==> config.mk <==
export PLATFORM = sky130hd
export DESIGN_NAME = msg_irq_status
export DESIGN_NICKNAME = d
export VERILOG_FILES = /design/src/rtl/msg_irq_pkg.sv /design/src/rtl/irq_evt_bit.sv /design/src/rtl/irq_follow_bit.sv /design/src/rtl/irq_route.sv /design/src/rtl/msg_irq_status.sv
export SDC_FILE = /design/constraint.sdc
export NUM_CORES = 1
export LEC_CHECK = 0
export BUFFER_PORTS_ARGS = -buffer_cell sky130_fd_sc_hd__buf_2
export CAP_MARGIN = 30
export CORE_MARGIN = 4
export CORE_UTILIZATION = 28
export CTS_CLUSTER_DIAMETER = 60
export DETAILED_ROUTE_END_ITERATION = 7
export PLACE_DENSITY = 0.79
export SKIP_LAST_GASP = 1
export SYNTH_ARGS = -nofsm -noshare
export SYNTH_HDL_FRONTEND = slang
export SYNTH_SLANG_ARGS = --single-unit
==> constraint.sdc <==
create_clock -name clk -period 1.35 [get_ports clk]
set_clock_uncertainty 0.1 [all_clocks]
set_input_delay 0.0675 -clock clk [delete_from_list [all_inputs] [get_ports clk]]
set_output_delay 0.0675 -clock clk [all_outputs]
set_load 0.01 [all_outputs]
==> src/rtl/msg_irq_pkg.sv <==
package msg_irq_pkg;
   // status vector index order used inside the block
   localparam int IDX_OFL_OUT = 0;
   localparam int IDX_OFL_IN  = 1;
   localparam int IDX_POST    = 2;
   localparam int IDX_DB      = 3;
   localparam int NUM_STAT    = 4;
   localparam int NUM_EVT     = 3;

   // bit positions in the software-visible word
   localparam int POS_OFL_OUT = 8;
   localparam int POS_OFL_IN  = 7;
   localparam int POS_POST    = 5;
   localparam int POS_DB      = 4;

   typedef enum logic {ROUTE_IRQ = 1'b0, ROUTE_MCHK = 1'b1} route_e;

   function automatic int stat_pos(input int idx);
      case (idx)
         IDX_OFL_OUT: return POS_OFL_OUT;
         IDX_OFL_IN:  return POS_OFL_IN;
         IDX_POST:    return POS_POST;
         default:     return POS_DB;
      endcase
   endfunction

   function automatic route_e stat_route(input int idx);
      return (idx == IDX_POST) ? ROUTE_IRQ : ROUTE_MCHK;
   endfunction
endpackage

==> src/rtl/irq_evt_bit.sv <==
module irq_evt_bit (
   input  logic clk,
   input  logic rst_n,
   input  logic evt_i,
   input  logic mask_i,
   input  logic clr_i,
   output logic stat_o
);
   logic set_ok;
   assign set_ok = evt_i & ~mask_i;

   always_ff @(posedge clk or negedge rst_n) begin
      if (!rst_n)      stat_o <= 1'b0;
      else if (set_ok) stat_o <= 1'b1;
      else if (clr_i)  stat_o <= 1'b0;
   end

   // R9 set beats clear, R4..R6 unmasked event sets
   assert_set_wins_R9: assert property (@(posedge clk) disable iff (!rst_n)
      (evt_i && !mask_i) |=> stat_o);
   // R7 write-1 clears when no event arrives
   assert_w1c_R7: assert property (@(posedge clk) disable iff (!rst_n)
      (clr_i && !(evt_i && !mask_i)) |=> !stat_o);
   // R8 masked event with no clear leaves the bit alone
   assert_masked_hold_R8: assert property (@(posedge clk) disable iff (!rst_n)
      (mask_i && !clr_i) |=> $stable(stat_o));
endmodule

==> src/rtl/irq_follow_bit.sv <==
module irq_follow_bit (
   input  logic clk,
   input  logic rst_n,
   input  logic lvl_i,
   input  logic mask_i,
   output logic stat_o
);
   always_ff @(posedge clk or negedge rst_n) begin
      if (!rst_n) stat_o <= 1'b0;
      else        stat_o <= lvl_i & (stat_o | ~mask_i);
   end

   assert_db_drop_R10: assert property (@(posedge clk) disable iff (!rst_n)
      !lvl_i |=> !stat_o);
   assert_db_hold_R10: assert property (@(posedge clk) disable iff (!rst_n)
      (lvl_i && stat_o) |=> stat_o);
   assert_db_masked_R10: assert property (@(posedge clk) disable iff (!rst_n)
      (!stat_o && mask_i) |=> !stat_o);
endmodule

==> src/rtl/irq_route.sv <==
module irq_route #(
   parameter int               N        = 4,
   parameter logic [N-1:0]     MCHK_SEL = '1,
   parameter bit               OUT_REG  = 1'b1
) (
   input  logic         clk,
   input  logic         rst_n,
   input  logic [N-1:0] stat_i,
   input  logic [N-1:0] mask_i,
   output logic         irq_o,
   output logic         mchk_o
);
   logic [N-1:0] live;
   logic         irq_d, mchk_d;

   assign live   = stat_i & ~mask_i;
   assign irq_d  = |(live & ~MCHK_SEL);
   assign mchk_d = |(live &  MCHK_SEL);

   if (N < 1) begin : g_bad_n
      $error("irq_route: N must be at least 1");
   end

   if (OUT_REG) begin : g_reg
      always_ff @(posedge clk or negedge rst_n) begin
         if (!rst_n) begin
            irq_o  <= 1'b0;
            mchk_o <= 1'b0;
         end else begin
            irq_o  <= irq_d;
            mchk_o <= mchk_d;
         end
      end

      assert_mchk_route_R11: assert property (@(posedge clk) disable iff (!rst_n)
         ((stat_i & ~mask_i & MCHK_SEL) != '0) |=> mchk_o);
      assert_irq_quiet_R11: assert property (@(posedge clk) disable iff (!rst_n)
         ((stat_i & ~mask_i & ~MCHK_SEL) == '0) |=> !irq_o);
   end else begin : g_comb
      assign irq_o  = irq_d;
      assign mchk_o = mchk_d;
   end
endmodule

==> src/rtl/msg_irq_status.sv <==
module msg_irq_status
   import msg_irq_pkg::*;
#(
   parameter int          ADDR_W     = 12,
   parameter int          DATA_W     = 32,
   parameter logic [11:0] REG_OFFSET = 12'h100,
   parameter bit          OUT_REG    = 1'b1
) (
   input  logic              clk,
   input  logic              rst_n,
   input  logic              bus_sel,
   input  logic              bus_wr,
   input  logic [ADDR_W-1:0] bus_addr,
   input  logic [DATA_W-1:0] bus_wdata,
   output logic [DATA_W-1:0] bus_rdata,
   input  logic              evt_ofl_out_i,
   input  logic              evt_ofl_in_i,
   input  logic              evt_post_i,
   input  logic              db_mchk_i,
   input  logic              msk_ofl_out_i,
   input  logic              msk_ofl_in_i,
   input  logic              msk_post_i,
   input  logic              msk_db_i,
   output logic              irq_o,
   output logic              mchk_o
);
   localparam int MIN_DATA_W = POS_OFL_OUT + 1;
   localparam logic [NUM_STAT-1:0] MCHK_SEL = compute_sel();

   function automatic logic [NUM_STAT-1:0] compute_sel();
      logic [NUM_STAT-1:0] s;
      for (int i = 0; i < NUM_STAT; i++) s[i] = (stat_route(i) == ROUTE_MCHK);
      return s;
   endfunction

   if (DATA_W < MIN_DATA_W) begin : g_bad_dw
      $error("msg_irq_status: DATA_W too small for bit map");
   end
   if (ADDR_W < 9 || ADDR_W > 12) begin : g_bad_aw
      $error("msg_irq_status: ADDR_W must lie in 9..12");
   end

   logic                 hit, hit_wr, hit_rd;
   logic [NUM_STAT-1:0]  stat;
   logic [NUM_STAT-1:0]  mask;
   logic [NUM_EVT-1:0]   evt;
   logic [DATA_W-1:0]    rd_word;

   assign hit    = bus_sel && (bus_addr == REG_OFFSET[ADDR_W-1:0]);
   assign hit_wr = hit && bus_wr;
   assign hit_rd = hit && !bus_wr;

   assign evt  = {evt_post_i, evt_ofl_in_i, evt_ofl_out_i};
   assign mask = {msk_db_i, msk_post_i, msk_ofl_in_i, msk_ofl_out_i};

   for (genvar g = 0; g < NUM_EVT; g++) begin : g_evt
      localparam int P = stat_pos(g);
      irq_evt_bit u_bit (
         .clk    (clk),
         .rst_n  (rst_n),
         .evt_i  (evt[g]),
         .mask_i (mask[g]),
         .clr_i  (hit_wr && bus_wdata[P]),
         .stat_o (stat[g])
      );
   end

   irq_follow_bit u_db (
      .clk    (clk),
      .rst_n  (rst_n),
      .lvl_i  (db_mchk_i),
      .mask_i (mask[IDX_DB]),
      .stat_o (stat[IDX_DB])
   );

   irq_route #(.N(NUM_STAT), .MCHK_SEL(MCHK_SEL), .OUT_REG(OUT_REG)) u_route (
      .clk    (clk),
      .rst_n  (rst_n),
      .stat_i (stat),
      .mask_i (mask),
      .irq_o  (irq_o),
      .mchk_o (mchk_o)
   );

   always_comb begin
      rd_word = '0;
      for (int i = 0; i < NUM_STAT; i++) rd_word[stat_pos(i)] = stat[i];
   end

   assign bus_rdata = hit_rd ? rd_word : '0;

   logic unused_wdata;
   assign unused_wdata = ^{bus_wdata[DATA_W-1:POS_OFL_OUT+1], bus_wdata[6], bus_wdata[4:0]};

   assert_rsvd_zero_R2: assert property (@(posedge clk) disable iff (!rst_n)
      (bus_rdata[DATA_W-1:9] == '0) && !bus_rdata[6] && (bus_rdata[3:0] == 4'h0));
   assert_miss_quiet_R3: assert property (@(posedge clk) disable iff (!rst_n)
      (bus_sel && bus_addr != REG_OFFSET[ADDR_W-1:0]) |-> (bus_rdata == '0));
endmodule

==> impl.org <==
** Detailed routing
- Average wire per cell in the routed design :: 9.24 um
- In this run the remaining antenna-violating nets after routing total 0.
- DRC violation count after routing :: 0
- Summed over all layers, the routed wires come to 1200 um.
- The first routing iteration left 3 violations.
- The first detailed-routing pass took 4 iterations.
- The routed layout has 483 vias.
- Dividing the detail-routed via count by the number of cells gives about 3.7.

** Min path
- Worst Hold Path EP :: g_evt[1].u_bit.stat_o
- The tightest min-delay check is of the in2reg type.
- HP Start :: bus_wdata[7]
- Hold path depth :: 3

** STA
- Final setup vio count :: 4
- The final hold violation count was 0.
- Setup repair after global routing could not meet its margin everywhere.
- Dividing the final minimum period by the clock period gives 1.09.
- Worst Hold Margin :: 0.0485 ns
- Once routing completed, OpenROAD measured the worst setup slack at -0.118 ns.
- Timing would allow up to ~0.68 GHz.
- Pins Over Slew Limit :: 0
- Final min period :: 1.47 ns

** Floorplanning
- Pin placement for this block handled 90 I/O pins.
- Horiz. Die Dim :: 53.1 um
- Area of the die :: roughly 2800 um2
- The die is between 50 and 60 um tall.
- In this run the standard cell core region covers 1940 um2.
- Cell Rows :: 16
- For this configuration, the core starts out at a cell density of 0.293.

** Critical path
- Arrival time of data at the critical path endpoint :: between 1 and 1.5 ns
- Slack of the worst reg-to-reg path :: 0.42 ns
- The slowest stage of the critical path belongs to the cell sky130_fd_sc_hd__or4_4.
- Source of the worst register-to-register timing path :: g_evt[1].u_bit.stat_o
- In this run the critical register-to-register path is captured at u_route.mchk_o.
- The worst setup path is launched from an input port.
- Critical Path Sink Type :: output pin
- Traced cell by cell, the critical path runs through buf_6 -> or4_4 -> nor4_4 -> and2_1 -> buf_2.
- Maximum fanout count along the critical path :: 4
- Required time of the worst setup path :: 1.18 ns
- For this run, the slowest stage of the critical path takes 0.55 ns.
- The worst setup path is of the in2out kind.
- Length in cells of the worst reg-to-reg path :: 3

** CTS
- The clock reaches the later pin of the worst-skew pair after 0.24 ns.
- CTS clock-pin slew for the worst setup and hold paths :: approximately 0.040 ns
- TritonCTS created 3 clock buffers.
- In this run the clock root is driven by a sky130_fd_sc_hd__clkbuf_4.
- Setup Buffers After CTS :: 0
- Maximum count of clock buffers along a single path :: 2
- Htree depth :: 1
- TritonCTS built the clock tree.
- For this design, the sink count on the clock tree is 6.

** Cells and area
- Summing all multi-input logic gate instances after layout gives 284 um2.
- Of the cells placed in the final design, the portion with a size suffix greater than 1 is 0.398.
- Layout overhead on the synthesized area :: 30.1%
- After filler insertion, the fill cell instance count of the layout stands at 213.
- Summing all flip-flop and latch instances after layout gives 150 um2.
- For this run, the post-layout net count is about 160.
- Antenna diode instance count :: 0

** Logic synthesis
- After synthesis, the netlist uses 16 different library cells.
- Number of flip-flops and latches in the synthesized netlist :: 6
- Most area-consuming cells after synthesis :: sky130_fd_sc_hd__buf_4 37%, sky130_fd_sc_hd__dfrtp_1 26%, sky130_fd_sc_hd__o21bai_1 5.3%
- Of the post-synthesis cell area, the dominant cell type holds 0.369.
- Share of synthesized area occupied by flip-flops and latches :: 0.264
- Number of standard cells after synthesis :: 63
- Synthesized cell area :: 569 um2
- Ys Warns :: 0
- Of all cell types, the one taking the most synthesized area is sky130_fd_sc_hd__buf_4.
- Syn avg cell area :: 9.04 um2

** Placed design
- # port buffers :: 32
- At the end of routability-driven placement, the weighted congestion stood at 0.768.
- Summed over all nets, the half-perimeter wirelength after detailed placement is 1040 um.

** Global route
- The first global-routing pass estimated 1750 um of wire.
- Via count of the first global-routing pass :: 446
- Number of antenna violations at the first check in global routing :: 0
- Overflow after GRT :: 0
- Entering global routing, the biggest net connects 7 pins.
- In the global route stage, overall resource usage came out at 0.0828.

** Pwr
- Maximum vdd drop :: 0.262 mV
- LEAKAGE :: between 0.4 and 0.5 nW
- Power density cells :: 630 nW/um2
- Overall power consumption :: 0.000467 W

** Run
- Max-cap violations in this run came to 0.

** Status
- Outcome :: finished with violations
- The checks that failed: setup timing.
## metrics by stage
stage	std cells	area, um2	util	setup TNS (ns)	setup WS (ns)
2_1_floorplan	90	671	-	0	0.0882
3_3_place_gp	122	662	0.341	-0.787	-0.149
3_5_place_dp	122	662	0.341	-0.851	-0.156
4_1_cts	130	741	0.381	-0.516	-0.137
5_1_grt	130	741	0.381	-0.675	-0.183
6_report	130	741	0.381	-0.440	-0.118
## cell usage in the layout (no fill, tap or decap), types with 3 or more instances in the layout
| cell type | n |
|---|---|
| sky130_fd_sc_hd__o21bai_1 | 4 |
| sky130_fd_sc_hd__o22ai_1 | 4 |
| sky130_fd_sc_hd__inv_1 | 7 |
| sky130_fd_sc_hd__and2_1 | 4 |
| sky130_fd_sc_hd__conb_1 | 28 |
| sky130_fd_sc_hd__buf_2 | 31 |
| sky130_fd_sc_hd__dfrtp_1 | 6 |
| sky130_fd_sc_hd__clkbuf_4 | 3 |
| sky130_fd_sc_hd__dlygate4sd3_1 | 5 |
## final cells by class
class / count / area share
Timing Repair Buffer: 38 / 0.302
Sequential cell: 6 / 0.203
Multi-Input combinational cell: 49 / 0.383
Clock buffer: 3 / 0.0304
Inverter: 7 / 0.0355
Tap cell: 27 / 0.0456
## kinds of logic (layout without fill, tap and decap cells)
kind of cell,Yosys count,in the layout,share of synthesized area
AO/OA/AOI/OAI,9,9,0.110
other,1,28,0.00659
buffers and inverters,35,48,0.415
AND/OR/NAND/NOR,12,12,0.204
flip-flops,6,6,0.264
## repair_timing
action,CTS,global route
endpoints found under the hold margin,9,0
setup endpoints to repair,4,4
pin swaps,5,0
resized for setup,1,0
hold buffers,5,0
## where the power goes
part	switching (W)	internal (W)	total, W
combinational	0.0000663	0.0000540	0.000120
sequential	0.00000145	0.000186	0.000187
clock	0.0000591	0.000100	0.000159
## registers in the layout, indices dropped and copies added, names as in the netlist
register            cells
u_db.stat_o             1
u_route.irq_o           1
u_route.mchk_o          1
g_evt.u_bit.stat_o      3
## how the worst max path moves through the flow
| stage | depth (start not counted) | start | end |
|---|---|---|---|
| after floorplan | 3 | bus_addr[9] | bus_rdata[4] |
| after global placement | 5 | bus_addr[9] | bus_rdata[8] |
| after detailed placement | 5 | bus_addr[9] | bus_rdata[4] |
| after CTS | 5 | bus_addr[6] | bus_rdata[4] |
| after global routing | 5 | bus_addr[6] | bus_rdata[7] |
| final | 5 | bus_addr[6] | bus_rdata[4] |
## Yosys cell counts, drive strengths merged
| cell | number |
|---|---|
| buf | 28 |
| nor2 | 1 |
| dfrtp | 6 |
| o22ai | 4 |
| a21boi | 1 |
| nor4 | 2 |
| or4 | 2 |
| conb | 1 |
| or2b | 1 |
| or4b | 2 |
| inv | 7 |
| o21bai | 4 |
| and2 | 4 |
## routing by layer
| layer | global-route usage | wire length (um) | up-vias |
|---|---|---|---|
| met5 | 0 | 0 | - |
| met4 | 0.0511 | 0 | 0 |
| met3 | 0.0141 | 146 | 0 |
| met2 | 0.138 | 636 | 35 |
| met1 | 0.0973 | 418 | 218 |
| li1 | - | - | 230 |
## critical path, delay by kind of cell
kind / cells / cell delay [ns]
buffers and inverters: 2 / 0.22
AND/OR/NAND/NOR: 3 / 1.03
Note: power is estimated with default switching activity, not from simulation.
